File: config.mk
export PLATFORM = sky130hd
export DESIGN_NAME = ivl_timer
export DESIGN_NICKNAME = d
export VERILOG_FILES = /design/src/rtl/ivl_timer_pkg.sv /design/src/rtl/ivl_timer_cmd.sv /design/src/rtl/ivl_timer_chan.sv /design/src/rtl/ivl_timer.sv
export SDC_FILE = /design/constraint.sdc
export NUM_CORES = 1
export LEC_CHECK = 0
export ABC_AREA = 1
export BUFFER_PORTS_ARGS = -buffer_cell sky130_fd_sc_hd__buf_4
export CORE_MARGIN = 5
export CORE_UTILIZATION = 40
export DETAILED_ROUTE_END_ITERATION = 8
export PLACE_DENSITY = 0.57
export SLEW_MARGIN = 20
export SYNTH_ARGS = -nofsm -noshare
export SYNTH_HDL_FRONTEND = slang
export SYNTH_HIERARCHICAL = 1
export SYNTH_SLANG_ARGS = --single-unit
File: constraint.sdc
create_clock -name clk -period 6.3 [get_ports clk]
set_input_delay 0.315 -clock clk [delete_from_list [all_inputs] [get_ports clk]]
set_output_delay 0.315 -clock clk [all_outputs]
set_load 0.05 [all_outputs]
File: src/rtl/ivl_timer_pkg.sv
package ivl_timer_pkg;
  localparam int CH_NUM = 3;
  localparam int BYTE_W = 8;
  localparam int CNT_W  = 2 * BYTE_W;
  localparam int ADDR_W = 2;

  localparam logic [2:0] MD_ONESHOT = 3'b000;
  localparam logic [2:0] MD_SQUARE  = 3'b011;
  localparam logic [2:0] MD_STROBE  = 3'b100;

  localparam logic [1:0] ACC_LATCH = 2'b00;
  localparam logic [1:0] ACC_LO    = 2'b01;
  localparam logic [1:0] ACC_HI    = 2'b10;
  localparam logic [1:0] ACC_LOHI  = 2'b11;
endpackage

File: src/rtl/ivl_timer_cmd.sv
module ivl_timer_cmd
  import ivl_timer_pkg::*;
(
  input  logic              cmd_wr,
  input  logic [7:1]        cmd,
  output logic [CH_NUM-1:0] cw_wr,
  output logic [CH_NUM-1:0] latch_cnt,
  output logic [CH_NUM-1:0] latch_st
);
  logic rb;
  assign rb = (cmd[7:6] == 2'b11);

  for (genvar i = 0; i < CH_NUM; i++) begin : g_dec
    logic hit;
    assign hit          = cmd_wr && !rb && (cmd[7:6] == i[1:0]);
    assign cw_wr[i]     = hit && (cmd[5:4] != ACC_LATCH);
    assign latch_cnt[i] = (hit && (cmd[5:4] == ACC_LATCH)) ||
                          (cmd_wr && rb && !cmd[5] && cmd[i+1]);
    assign latch_st[i]  = cmd_wr && rb && !cmd[4] && cmd[i+1];
  end
endmodule

File: src/rtl/ivl_timer_chan.sv
module ivl_timer_chan
  import ivl_timer_pkg::*;
(
  input  logic              clk,
  input  logic              rst,
  input  logic              tick,
  input  logic              gate,
  input  logic              cw_wr,
  input  logic [5:1]        cw,
  input  logic              latch_cnt,
  input  logic              latch_st,
  input  logic              data_wr,
  input  logic              data_rd,
  input  logic [BYTE_W-1:0] wdata,
  output logic [BYTE_W-1:0] rd_byte,
  output logic              out
);
  logic [1:0]        acc_q;
  logic [2:0]        mode_q;
  logic [CNT_W-1:0]  cr_q, ce_q, ol_q, ce_dec, src;
  logic [BYTE_W-1:0] st_q;
  logic cnt_lat_q, st_lat_q, wptr_q, rptr_q, pend_q, run_q, null_q, out_q, shot_q;
  logic wr_done, do_load, is_sq, is_strobe, new_lvl;
  logic [CNT_W:0] n_ext, nxt_ext;

  assign is_sq     = (mode_q == MD_SQUARE);
  assign is_strobe = (mode_q == MD_STROBE);
  assign new_lvl   = (cw[3:1] == MD_SQUARE) || (cw[3:1] == MD_STROBE);
  assign n_ext     = (cr_q == '0) ? {1'b1, {CNT_W{1'b0}}} : {1'b0, cr_q};
  assign ce_dec    = ce_q - 1'b1;
  assign nxt_ext   = (ce_q == 1) ? n_ext : {1'b0, ce_dec};
  assign wr_done   = data_wr && (acc_q != ACC_LOHI || wptr_q);
  assign do_load   = tick && pend_q && !wr_done;
  assign src       = cnt_lat_q ? ol_q : ce_q;

  always_comb begin
    if (st_lat_q)                              rd_byte = st_q;
    else if (acc_q == ACC_HI)                  rd_byte = src[CNT_W-1:BYTE_W];
    else if (acc_q == ACC_LOHI && rptr_q)      rd_byte = src[CNT_W-1:BYTE_W];
    else                                       rd_byte = src[BYTE_W-1:0];
  end

  always_ff @(posedge clk) begin
    if (rst) begin
      acc_q <= ACC_LOHI; mode_q <= MD_ONESHOT;
      cr_q <= '0; ce_q <= '0; ol_q <= '0; st_q <= '0;
      cnt_lat_q <= 1'b0; st_lat_q <= 1'b0; wptr_q <= 1'b0; rptr_q <= 1'b0;
      pend_q <= 1'b0; run_q <= 1'b0; null_q <= 1'b0; out_q <= 1'b0; shot_q <= 1'b0;
    end else if (cw_wr) begin
      acc_q <= cw[5:4]; mode_q <= cw[3:1];
      wptr_q <= 1'b0; rptr_q <= 1'b0; pend_q <= 1'b0; run_q <= 1'b0;
      null_q <= 1'b1; out_q <= new_lvl; shot_q <= 1'b0;
      cnt_lat_q <= 1'b0; st_lat_q <= 1'b0;
    end else begin
      if (latch_cnt && !cnt_lat_q) begin
        ol_q <= ce_q; cnt_lat_q <= 1'b1;
      end
      if (latch_st && !st_lat_q) begin
        st_q <= {out_q, null_q, acc_q, mode_q, 1'b0}; st_lat_q <= 1'b1;
      end
      if (data_wr) begin
        case (acc_q)
          ACC_LO: cr_q <= {{BYTE_W{1'b0}}, wdata};
          ACC_HI: cr_q <= {wdata, {BYTE_W{1'b0}}};
          default: begin
            if (wptr_q) cr_q[CNT_W-1:BYTE_W] <= wdata;
            else        cr_q[BYTE_W-1:0]     <= wdata;
            wptr_q <= !wptr_q;
          end
        endcase
        if (wr_done) begin
          pend_q <= 1'b1; null_q <= 1'b1;
        end
      end
      if (data_rd) begin
        if (st_lat_q) st_lat_q <= 1'b0;
        else if (acc_q == ACC_LOHI) begin
          rptr_q <= !rptr_q;
          if (rptr_q) cnt_lat_q <= 1'b0;
        end else cnt_lat_q <= 1'b0;
      end
      if (do_load) begin
        ce_q <= cr_q; pend_q <= 1'b0; null_q <= 1'b0; run_q <= 1'b1;
        shot_q <= 1'b0; out_q <= is_sq || is_strobe;
      end else if (tick && run_q && gate) begin
        if (is_sq) begin
          ce_q  <= nxt_ext[CNT_W-1:0];
          out_q <= nxt_ext > {1'b0, n_ext[CNT_W:1]};
        end else if (is_strobe) begin
          ce_q  <= ce_dec;
          out_q <= !(ce_q == 1 && !shot_q);
          if (ce_q == 1) shot_q <= 1'b1;
        end else begin
          ce_q <= ce_dec;
          if (ce_q == 1) out_q <= 1'b1;
        end
      end
    end
  end

  assign out = out_q;
endmodule

File: src/rtl/ivl_timer.sv
module ivl_timer
  import ivl_timer_pkg::*;
(
  input  logic              clk,
  input  logic              rst,
  input  logic              wr_en,
  input  logic              rd_en,
  input  logic [ADDR_W-1:0] addr,
  input  logic [BYTE_W-1:0] wdata,
  input  logic              tick,
  input  logic [CH_NUM-1:0] gate,
  output logic [BYTE_W-1:0] rdata,
  output logic [CH_NUM-1:0] out
);
  localparam logic [ADDR_W-1:0] CMD_ADDR = ADDR_W'(CH_NUM);

  logic [CH_NUM-1:0] cw_wr, latch_cnt, latch_st;
  logic [BYTE_W-1:0] rd_bytes [CH_NUM];
  logic [BYTE_W-1:0] rd_sel;
  logic [BYTE_W-1:0] rdata_q;

  ivl_timer_cmd u_cmd (
    .cmd_wr    (wr_en && addr == CMD_ADDR),
    .cmd       (wdata[7:1]),
    .cw_wr     (cw_wr),
    .latch_cnt (latch_cnt),
    .latch_st  (latch_st)
  );

  for (genvar i = 0; i < CH_NUM; i++) begin : g_ch
    ivl_timer_chan u_ch (
      .clk       (clk),
      .rst       (rst),
      .tick      (tick),
      .gate      (gate[i]),
      .cw_wr     (cw_wr[i]),
      .cw        (wdata[5:1]),
      .latch_cnt (latch_cnt[i]),
      .latch_st  (latch_st[i]),
      .data_wr   (wr_en && addr == ADDR_W'(i)),
      .data_rd   (rd_en && addr == ADDR_W'(i)),
      .wdata     (wdata),
      .rd_byte   (rd_bytes[i]),
      .out       (out[i])
    );
  end

  always_comb begin
    rd_sel = '0;
    for (int i = 0; i < CH_NUM; i++)
      if (addr == ADDR_W'(i)) rd_sel = rd_bytes[i];
  end

  always_ff @(posedge clk) begin
    if (rst)        rdata_q <= '0;
    else if (rd_en) rdata_q <= rd_sel;
  end

  assign rdata = rdata_q;
endmodule

==> results.cfg <==
[sta]
min_period_over_period_pct = 49.52
setup_viol = 0
finalCriticalPeriod_ps = 3120
rsz0062_at_grt = false
finalHoldViolations = 0
worst_slew_pin_slew_ps = 1012
final.setup.tns_ps = 0
hold_ws_ps = 118.8
final.setup.worst_slack_ps = 3180
slew_viol_final = 0
fmax_mhz = 320.6
fin_skew_ps = 30.12
relSlewSlack_pct = 32.44

[layout]
final_cell_mix = nand2_1 (339), a21oi_1 (245), inv_1 (235)
drive_gt1_share_pct = 9.777
final_util_pct = 44.38
num_antenna_cells = 0
area_growth_pct = 9.354
fill_cells = 3489
mostFrequentLayoutCell = nand2_1
final_cells = 2422
nNetsFinal = 2034

[synthesis]
yosysSeqAreaShare_pct = 31.55
yosys_warnings = 6
synth_edf_count = 0
netlist_area_mm2 = 0.01364
ys_ff_latch = 215
synth_flop_cell = dfxtp_1
yosysUniqueCellTypes = 50
netlist_instances = 1991
syn_avg_cell_area_um2 = 6.852
synth_fp_nets = 2069
synthArstFlopShare_pct = 0

[grt]
track_usage_pct = 21.18
grt_antenna_before_repair = 0
grt_pass1_wl_um = 66210
grt-ovfl-total = 0
grt_max_degree = 61
first_global_vias = 12200

[floorplanning]
dieHeight_um = 194.7
coreArea_mm2 = 0.03362
fp.dieW_um = 194.7
initial_core_util_pct = 40.59
fp-row-count = 67
die-area_mm2 = 0.03790
ios = 29

[setup_path]
cpMostUsedCell = nand2_1
worstPathMaxFanout = 6
rrSetupSlack_ps = 3180
cpPeakStageDelay_ps = 290
path_cells = inv_1 > ha_1 > nand2_2 > nor3_2 > nand2_1 > xor2_1 > nand2_1 > o21ai_1 > inv_2 > ha_1 > nand2_1 > nor2_1 > nand4_1 > nor3_1 > nor2_1 > nand2_1 > nand2_1 > nand2_1 > nand2_1 > nand2_1 > a21oi_2
end_kind = flop
critPathKind = reg -> reg
worstPathArrival_ps = 3540
reg2reg_depth = 21
reg2reg_from = g_ch[0].u_ch/ce_q[1]
timing.rr.end = g_ch[0].u_ch/out
slowest_stage = dfxtp_1
startpoint_type = flop
required_ps = 6720

[clock_tree]
htreeDepth = 1
cts.sinks = 215
cts_tree = yes
cts_buffer_depth = 3
numCtsBuffers = 27
cts_hold_buf = 0
clkLatencyLatePin_ps = 560
post-cts-setup-buffer-count = 0
cts.clk_slew.worst_paths_ps = 60
ctsResizeCount = 0
clockRootBuffer = clkbuf_16

[min_path]
hold_class = in -> reg
hp-start = wdata[0]
min_path_cells = 3
hold-path-endpoint = g_ch[1].u_ch/cr_q[0]

[place]
dp_hpwl_um = 30000
gp_congestion = 0.9064
portBuffers = 28
place_ws_ps = 2811
placed_cells = 2375

[routing]
vias = 13180
wl_per_cell_um = 17.35
drc = 0
ant_nets = 0
drtPass1Iterations = 5
via_per_inst = 5.443
drtIter0Drc = 1026
wirelength_um = 42020

[power]
power.density_mw_per_mm2 = 239.4
peakVddDrop_mv = 0.2270
leakage_nw = 6.275

[run_status]
status = completed

[run]
maxCapViolCount = 0
-- sequential cells by signal, summed over array words and instances, names as in the netlist, 6 cells and up --
name,cells
rdata,8
g_ch.u_ch/ce_q,48
g_ch.u_ch/st_q,21
g_ch.u_ch/ol_q,48
g_ch.u_ch/acc_q,6
g_ch.u_ch/cr_q,48
g_ch.u_ch/mode_q,9
-- worst max-delay path by stage --
stage | from | end | depth (start not counted)
floorplan | g_ch[0].u_ch/ce_q[1] | g_ch[0].u_ch/out | 21
global placement | addr[1] | g_ch[1].u_ch/ol_q[8] | 10
detailed placement | addr[0] | g_ch[0].u_ch/ol_q[12] | 10
CTS | g_ch[1].u_ch/acc_q[0] | g_ch[1].u_ch/ce_q[8] | 8
global route | addr[0] | g_ch[0].u_ch/ol_q[14] | 10
finish | g_ch[0].u_ch/ce_q[1] | g_ch[0].u_ch/out | 21
-- cell usage after synthesis (6+ instances only) --
library cell  number  share of area [%]
clkbuf_1          59                1.6
nand2_2           13               0.60
nor3_1            31                1.1
o21bai_1           6               0.33
buf_6              7               0.58
o21ai_1           24               0.88
buf_4              6               0.33
buf_2             19               0.70
nand2_1          339                9.3
a21oi_2            7               0.45
o21ai_2           16                1.0
nand4_1           21               0.96
a211oi_1          61                3.4
inv_1            235                6.5
o21a_1             6               0.33
nor3_2             8               0.59
ha_1              60                5.5
inv_2             23               0.63
buf_1              8               0.22
o211ai_1          64                3.5
o21ai_0          189                6.9
nor2_4             8               0.66
xor2_1            34                2.2
a21oi_1          245                9.0
nor2_2            19               0.87
nor2_1           134                3.7
dfxtp_1          215                 32
nand3_1           78                2.9
-- metal layers --
layer	GRT usage [%]	vias to the layer above	share of wire, %
met3	2.268	58	5.0
met5	0	-	0
li1	-	6651	-
met1	28.39	6126	45
met4	5.391	0	2.2
met2	36.55	348	48
-- where the power goes --
group	internal, mW	total (mW)	switching [mW]
registers	1.39	1.42	0.0275
clock network	1.01	1.64	0.632
logic	0.178	0.519	0.341
total	2.57	3.57	1.00
-- worst max-delay path, delay by kind of cell, from the launching register on --
kind                     cells  cell delay [ps]
buffers and inverters        2              230
AND/OR/NAND/NOR             14             1620
XOR/XNOR                     1              180
AO/OA/AOI/OAI                2              160
flip-flops                   1              290
adder cells (fa/ha/maj)      2              540
-- per-stage QoR --
stage | cell area [um2] | total power, mW
after floorplan | 13640 | 1.813
after global placement | 14000 | 1.953
after detailed placement | 14000 | 1.960
after CTS | 14920 | 3.603
after global routing | 14920 | 3.728
final | 14920 | 3.572
-- logic make-up after synthesis --
family | after synthesis | synth area share, %
flip-flops | 215 | 31.55
AND/OR/NAND/NOR | 680 | 22.67
buffers and inverters | 362 | 10.68
adder cells (fa/ha/maj) | 60 | 5.503
AO/OA/AOI/OAI | 637 | 27.22
XOR/XNOR | 37 | 2.375
-- final cells by class --
cell class	count	area [um2]	area share, %
inverters	263	987.2	6.617
clock inverters	10	160.2	1.073
clock buffers	37	763.2	5.116
multi-input cells	1414	7881	52.83
repair buffers	35	262.8	1.761
well taps	448	560.5	3.757
flip-flops and latches	215	4304	28.85
(Power assumes the default switching activity.)
